### config.mk
export PLATFORM = sky130hd
export DESIGN_NAME = cmd_decoder
export DESIGN_NICKNAME = d
export VERILOG_FILES = /design/src/rtl/cmd_dec_pkg.sv /design/src/rtl/cmd_byte_class.sv /design/src/rtl/cmd_seq_fsm.sv /design/src/rtl/cmd_nibble_asm.sv /design/src/rtl/cmd_decoder.sv
export SDC_FILE = /design/constraint.sdc
export NUM_CORES = 1
export LEC_CHECK = 0
export CORE_MARGIN = 4
export CORE_UTILIZATION = 48
export DETAILED_ROUTE_END_ITERATION = 6
export PLACE_DENSITY = 0.85
export SLEW_MARGIN = 20
export SYNTH_ARGS = -nofsm -noshare
export SYNTH_HDL_FRONTEND = slang
export SYNTH_SLANG_ARGS = --single-unit
export TNS_END_PERCENT = 20
### constraint.sdc
create_clock -name clk_i -period 2.9 [get_ports clk_i]
set_input_delay 0.58 -clock clk_i [delete_from_list [all_inputs] [get_ports clk_i]]
set_output_delay 0.58 -clock clk_i [all_outputs]
set_load 0.01 [all_outputs]
### src/rtl/cmd_dec_pkg.sv
package cmd_dec_pkg;
  localparam int unsigned CMD_DW = 8;
  localparam int unsigned REG_AW = 6;
  localparam int unsigned NIB_W  = CMD_DW / 2;

  typedef enum logic [1:0] {
    ST_IDLE = 2'd0,  // no write address held
    ST_HI   = 2'd1,  // address held, expecting upper nibble
    ST_LO   = 2'd2   // upper nibble held, expecting lower
  } cmd_st_e;

  typedef struct packed {
    logic              valid;
    logic              is_addr;
    logic              is_rd;
    logic [REG_AW-1:0] addr;
    logic [NIB_W-1:0]  nib;
  } cmd_byte_t;
endpackage

### src/rtl/cmd_byte_class.sv
module cmd_byte_class
  import cmd_dec_pkg::*;
#(
  parameter int unsigned         FIFO_AW = 3,
  parameter logic [FIFO_AW-1:0]  CMD_SEL = 3'b100
) (
  input  logic               wr_en_i,
  input  logic [FIFO_AW-1:0] fifo_addr_i,
  input  logic [CMD_DW-1:0]  data_i,
  output cmd_byte_t          byte_o
);
  always_comb begin
    byte_o.valid   = wr_en_i && (fifo_addr_i == CMD_SEL);
    byte_o.is_addr = data_i[CMD_DW-1];
    byte_o.is_rd   = data_i[CMD_DW-2];
    byte_o.addr    = data_i[REG_AW-1:0];
    byte_o.nib     = data_i[NIB_W-1:0];
  end
endmodule

### src/rtl/cmd_seq_fsm.sv
module cmd_seq_fsm
  import cmd_dec_pkg::*;
(
  input  logic              clk_i,
  input  logic              rst_ni,
  input  logic              valid_i,
  input  logic              is_addr_i,
  input  logic              is_rd_i,
  input  logic [REG_AW-1:0] addr_i,
  output cmd_st_e           state_o,
  output logic [REG_AW-1:0] wr_addr_o,
  output logic              hi_load_o,
  output logic              wr_fire_o,
  output logic              rd_fire_o
);
  cmd_st_e           st_q, st_d;
  logic [REG_AW-1:0] addr_q, addr_d;

  always_comb begin
    st_d      = st_q;
    addr_d    = addr_q;
    hi_load_o = 1'b0;
    wr_fire_o = 1'b0;
    rd_fire_o = 1'b0;
    if (valid_i) begin
      if (is_addr_i) begin
        // any address byte restarts the sequence
        if (is_rd_i) begin
          rd_fire_o = 1'b1;
          st_d      = ST_IDLE;
        end else begin
          addr_d = addr_i;
          st_d   = ST_HI;
        end
      end else begin
        unique case (st_q)
          ST_HI: begin
            hi_load_o = 1'b1;
            st_d      = ST_LO;
          end
          ST_LO: begin
            wr_fire_o = 1'b1;
            st_d      = ST_HI;
          end
          default: st_d = ST_IDLE;
        endcase
      end
    end
  end

  always_ff @(posedge clk_i or negedge rst_ni) begin
    if (!rst_ni) begin
      st_q   <= ST_IDLE;
      addr_q <= '0;
    end else begin
      st_q   <= st_d;
      addr_q <= addr_d;
    end
  end

  assign state_o   = st_q;
  assign wr_addr_o = addr_q;


  mid_pair_abort_chk: assert property (@(posedge clk_i) disable iff (!rst_ni)
    (st_q == ST_LO && valid_i && is_addr_i) |=> (st_q != ST_LO));


  wr_addr_hold_chk: assert property (@(posedge clk_i) disable iff (!rst_ni)
    (valid_i && is_addr_i && !is_rd_i) |=> (st_q == ST_HI && addr_q == $past(addr_i)));
endmodule

### src/rtl/cmd_nibble_asm.sv
module cmd_nibble_asm
  import cmd_dec_pkg::*;
(
  input  logic              clk_i,
  input  logic              rst_ni,
  input  logic              hi_load_i,
  input  logic              wr_fire_i,
  input  logic              rd_fire_i,
  input  logic [NIB_W-1:0]  nib_i,
  input  logic [REG_AW-1:0] addr_i,
  output logic              wr_o,
  output logic [CMD_DW-1:0] wr_data_o,
  output logic              rd_o,
  output logic [REG_AW-1:0] rd_addr_o
);
  logic [NIB_W-1:0] hi_q;

  always_ff @(posedge clk_i or negedge rst_ni) begin
    if (!rst_ni) begin
      hi_q      <= '0;
      wr_o      <= 1'b0;
      wr_data_o <= '0;
      rd_o      <= 1'b0;
      rd_addr_o <= '0;
    end else begin
      wr_o <= wr_fire_i;
      rd_o <= rd_fire_i;
      if (hi_load_i) hi_q <= nib_i;
      if (wr_fire_i) wr_data_o <= {hi_q, nib_i};
      if (rd_fire_i) rd_addr_o <= addr_i;
    end
  end


  strobe_excl_chk: assert property (@(posedge clk_i) disable iff (!rst_ni)
    !(wr_o && rd_o));
endmodule

### src/rtl/cmd_decoder.sv
module cmd_decoder
  import cmd_dec_pkg::*;
#(
  parameter int unsigned        FIFO_AW = 3,
  parameter logic [FIFO_AW-1:0] CMD_SEL = 3'b100
) (
  input  logic               clk_i,
  input  logic               rst_ni,
  input  logic               wr_en_i,
  input  logic [FIFO_AW-1:0] fifo_addr_i,
  input  logic [CMD_DW-1:0]  data_i,
  output logic               reg_wr_o,
  output logic [REG_AW-1:0]  reg_wr_addr_o,
  output logic [CMD_DW-1:0]  reg_wr_data_o,
  output logic               rd_req_o,
  output logic [REG_AW-1:0]  rd_addr_o
);
  cmd_byte_t cb;
  cmd_st_e   state;
  logic      hi_load, wr_fire, rd_fire;

  cmd_byte_class #(.FIFO_AW(FIFO_AW), .CMD_SEL(CMD_SEL)) u_class (
    .wr_en_i     (wr_en_i),
    .fifo_addr_i (fifo_addr_i),
    .data_i      (data_i),
    .byte_o      (cb)
  );

  cmd_seq_fsm u_fsm (
    .clk_i     (clk_i),
    .rst_ni    (rst_ni),
    .valid_i   (cb.valid),
    .is_addr_i (cb.is_addr),
    .is_rd_i   (cb.is_rd),
    .addr_i    (cb.addr),
    .state_o   (state),
    .wr_addr_o (reg_wr_addr_o),
    .hi_load_o (hi_load),
    .wr_fire_o (wr_fire),
    .rd_fire_o (rd_fire)
  );

  cmd_nibble_asm u_asm (
    .clk_i     (clk_i),
    .rst_ni    (rst_ni),
    .hi_load_i (hi_load),
    .wr_fire_i (wr_fire),
    .rd_fire_i (rd_fire),
    .nib_i     (cb.nib),
    .addr_i    (cb.addr),
    .wr_o      (reg_wr_o),
    .wr_data_o (reg_wr_data_o),
    .rd_o      (rd_req_o),
    .rd_addr_o (rd_addr_o)
  );


  off_channel_quiet_chk: assert property (@(posedge clk_i) disable iff (!rst_ni)
    !(wr_en_i && fifo_addr_i == CMD_SEL) |=> (!reg_wr_o && !rd_req_o));


  wr_from_data_chk: assert property (@(posedge clk_i) disable iff (!rst_ni)
    reg_wr_o |-> $past(wr_en_i && fifo_addr_i == CMD_SEL && !data_i[CMD_DW-1]));


  rd_from_addr_chk: assert property (@(posedge clk_i) disable iff (!rst_ni)
    rd_req_o |-> ($past(wr_en_i && fifo_addr_i == CMD_SEL && data_i[CMD_DW-1] && data_i[CMD_DW-2])
                  && rd_addr_o == $past(data_i[REG_AW-1:0])));


  addr_kept_chk: assert property (@(posedge clk_i) disable iff (!rst_ni)
    reg_wr_o |-> (state == ST_HI));


  idle_data_drop_chk: assert property (@(posedge clk_i) disable iff (!rst_ni)
    (state == ST_IDLE && cb.valid && !cb.is_addr) |=> !reg_wr_o);
endmodule

==> flow_summary.rst <==
.. list-table::
   :header-rows: 1

   * - Metric
     - Value
   * - Status
     - completed
   * - Via density per instance
     - about 5
   * - Final hold slack
     - between 500 and 600 ps
   * - Class of the tightest hold or removal check
     - reg -> reg
   * - Time the final worst path needs with I/O delays and setup
     - approximately 1800 ps
   * - Most common cell after layout, fill and taps aside
     - clkdlybuf4s50_1
   * - Post-synthesis area per instance
     - ~16 sq um
   * - Clock tree from TritonCTS
     - built
   * - Number of buffers inserted by hold repair at cts
     - 0
   * - Part of the cycle the worst path needs
     - a little over three fifths
   * - Count of distinct cell types in the synthesized netlist
     - 16
   * - Data arrival time of the critical path
     - 1250 ps
   * - Path type of the worst setup path
     - reg -> out
   * - Standby leakage power
     - 0.000703 uW
   * - DP Area
     - between 0.001 and 0.0015 sq mm
   * - Number of warnings reported in the yosys synthesis log
     - 0
   * - Number of nets in the final layout
     - 120
   * - Placeable Area
     - about 0.0022 sq mm
   * - Number of synthesized register bits
     - 28
   * - Post-synthesis instance total
     - 67
   * - Crit-path cells
     - clkdlybuf4s50_1
   * - Final-report setup violation count
     - 0
   * - Final Instance Count excl. Fillers
     - about 130
   * - Setup Slack @ Placement
     - approximately 730 ps
   * - Number of maximum-capacitance constraint violations
     - 0
   * - Max Clk Rate
     - around 550 MHz
   * - Setup slack after layout
     - roughly 1100 ps
   * - Area Growth Syn to Fin
     - 35.6%
   * - Worst EP required
     - approximately 2300 ps
   * - Die W
     - about 56 um
   * - Buf+Inv Stages, Crit Path
     - 1
   * - Clock latency reported for the late side of the worst-skew pair
     - 310 ps
   * - CP peak stage delay
     - between 500 and 600 ps
   * - Routed wire length per instance
     - about 15 um
   * - Final design instance area without fill
     - between 0.001 and 0.0015 sq mm
   * - Number of placed I/O pins
     - 36
   * - Async SR Flop Fraction
     - 100%
   * - Startpoint type of the worst setup path
     - flop
   * - Antenna cells
     - 0
   * - Number of buffers inserted to repair setup after CTS
     - 0
   * - CTS clk-pin slew, worst paths
     - 140 ps
   * - Antenna-violating nets left
     - 0
   * - Startpoint of the most critical setup path
     - u_asm.rd_addr_o[0]
   * - Total iterations of the first detailed-routing run
     - 3
   * - Fraction of final layout cells with drive strength greater than 1
     - around a fifth
   * - Total number of clock tree sinks
     - 28
   * - Register Area
     - between 700 and 800 sq um
   * - Maximum number of pins on one net before global-route repair
     - 29
   * - Pwr dens
     - just under 600 mW/mm^2
   * - Maximum ir drop on the vdd rail
     - around 320 uV
   * - Count of input and output buffers
     - 35
   * - Detailed-placement wirelength estimate
     - around 1.6 mm
   * - Standard-cell rows
     - 17
   * - Hold violation count in the final report
     - 0
   * - Filler instances
     - around 160
   * - First-pass GRT wire length
     - approximately 3.4 mm
   * - Die ar.
     - around 0.0031 sq mm
   * - Slew HR
     - between 70 and 80%
   * - Via count of the first global-routing pass
     - approximately 690
   * - Count of flip-flops with a built-in enable after synthesis
     - 0
   * - Overflow after GRT
     - 0
   * - Min-Delay Startpoint
     - u_asm.hi_q[3]
   * - Total global-route track usage
     - around 14%
   * - DRC violation total after the first TritonRoute iteration
     - 10
   * - Initial cell density of the core
     - roughly half
   * - Final count of pins violating max slew
     - 0
   * - Total instance count after detailed placement
     - about 130
   * - CTS buffer count
     - 3
   * - Worst Setup End Kind
     - output pin
   * - Leading cell types in the layout, fill and taps excluded
     - clkdlybuf4s50_1, dfrtp_1, mux2_2, mux2_1, mux2_4
   * - RSZ-0062 raised after global routing
     - no
   * - Most instantiated flip-flop cell in the synthesis netlist
     - dfrtp_1
   * - Height of the chip
     - 56.0 um
   * - Initial antenna violation count
     - 0
   * - Post-Route Setup TNS
     - 0 ps
   * - Critical-path cell with the highest stage delay
     - clkdlybuf4s50_1
   * - Buffer depth of the longest clock path
     - 2
   * - Post-CTS sizing
     - 0
   * - Final Skew
     - ~2.5 ps
   * - Biggest fanout along the worst timing path
     - 2
   * - Net count after synthesis
     - approximately 80
   * - Total via count in the routed design
     - roughly 660
   * - Slew @ Worst Pin
     - 342 ps
   * - Crit-path leading delay family
     - buffers and inverters
   * - Clk Tree Root Cell
     - clkbuf_4
   * - Sequential cell area fraction in the yosys report
     - roughly 63%
   * - Post-route DRC violation count
     - 0
   * - Number of levels in the clock H-tree
     - 1
   * - Final estimated routing congestion in global placement
     - between 0.7 and 0.8
   * - Total Wirelength
     - around 2.0 mm
   * - Multi-input combinational cell area
     - between 300 and 400 sq um
   * - Startpoint of the most critical register-to-register path
     - u_fsm.state_o[0]
   * - Post-Synthesis Cell Area
     - approximately 0.0011 sq mm
-- kinds of logic (layout without fill, tap and decap cells) --
| family | after synthesis | in the layout | share of synthesized area (%) |
|---|---|---|---|
| muxes | 24 | 24 | 26.5 |
| DFF | 28 | 28 | 63.5 |
| and+or+nand+nor | 9 | 9 | 6.35 |
| AOI/OAI and AO/OA | 2 | 2 | 0.906 |
| buffers and inverters | 4 | 41 | 2.72 |
-- path summary, 6_finish.rpt --
path                            slack [ps]                 end  cells after the start
worst max-delay path                  1070        rd_addr_o[0]                      1
worst min-delay path                   500       u_asm.hi_q[3]                      1
worst max register to register        1440  u_asm.wr_data_o[7]                      3
worst min register to register         500       u_asm.hi_q[3]                      1
max in group asynchronous             2020  u_fsm.wr_addr_o[3]                      2
min in group asynchronous              620       u_asm.hi_q[1]                      2
-- layout make-up --
type,count,area share [%]
well taps,28,2.34
inverters,2,0.502
repair buffers,36,23.9
multi-input cells,35,24.9
flip-flops and latches,28,46.8
clock buffers,3,1.51
-- metrics by stage --
step	utilization [%]	power, uW
global route	68.3	912
finish	68.3	865
detailed placement	67.3	727
global placement	67.3	717
CTS	68.3	874
floorplan	-	587
-- per-layer routing --
| layer | global-route usage [%] | vias to the layer above | share of wire [%] |
|---|---|---|---|
| met5 | 0 | - | 0 |
| met4 | 6.10 | 0 | 1.3 |
| met3 | 3.25 | 2 | 7.2 |
| met2 | 23.5 | 26 | 50 |
| met1 | 17.5 | 323 | 41 |
| li1 | - | 312 | - |
-- sequential cells by signal, indices dropped and copies added, names as in the netlist --
register / count
u_asm.hi_q: 4
u_asm.rd_addr_o: 6
u_asm.rd_o: 1
u_asm.wr_data_o: 8
u_asm.wr_o: 1
u_fsm.state_o: 2
u_fsm.wr_addr_o: 6
-- synthesized netlist by cell type, types with 2 or more instances --
master	instances	area share [%]
nor2_1	2	0.68
inv_1	2	0.68
mux2_1	9	9.2
buf_6	2	2.0
mux2_2	9	9.2
mux2_4	6	8.2
dfrtp_1	28	63
-- power breakdown --
group / switching, uW / internal [uW] / leakage (uW)
clock network: 102 / 48.5 / 0.0000138
registers: 35.3 / 456 / 0.000367
logic: 76.7 / 146 / 0.000322
total: 214 / 651 / 0.000703
No activity file was read; power rests on OpenSTA's default activity.
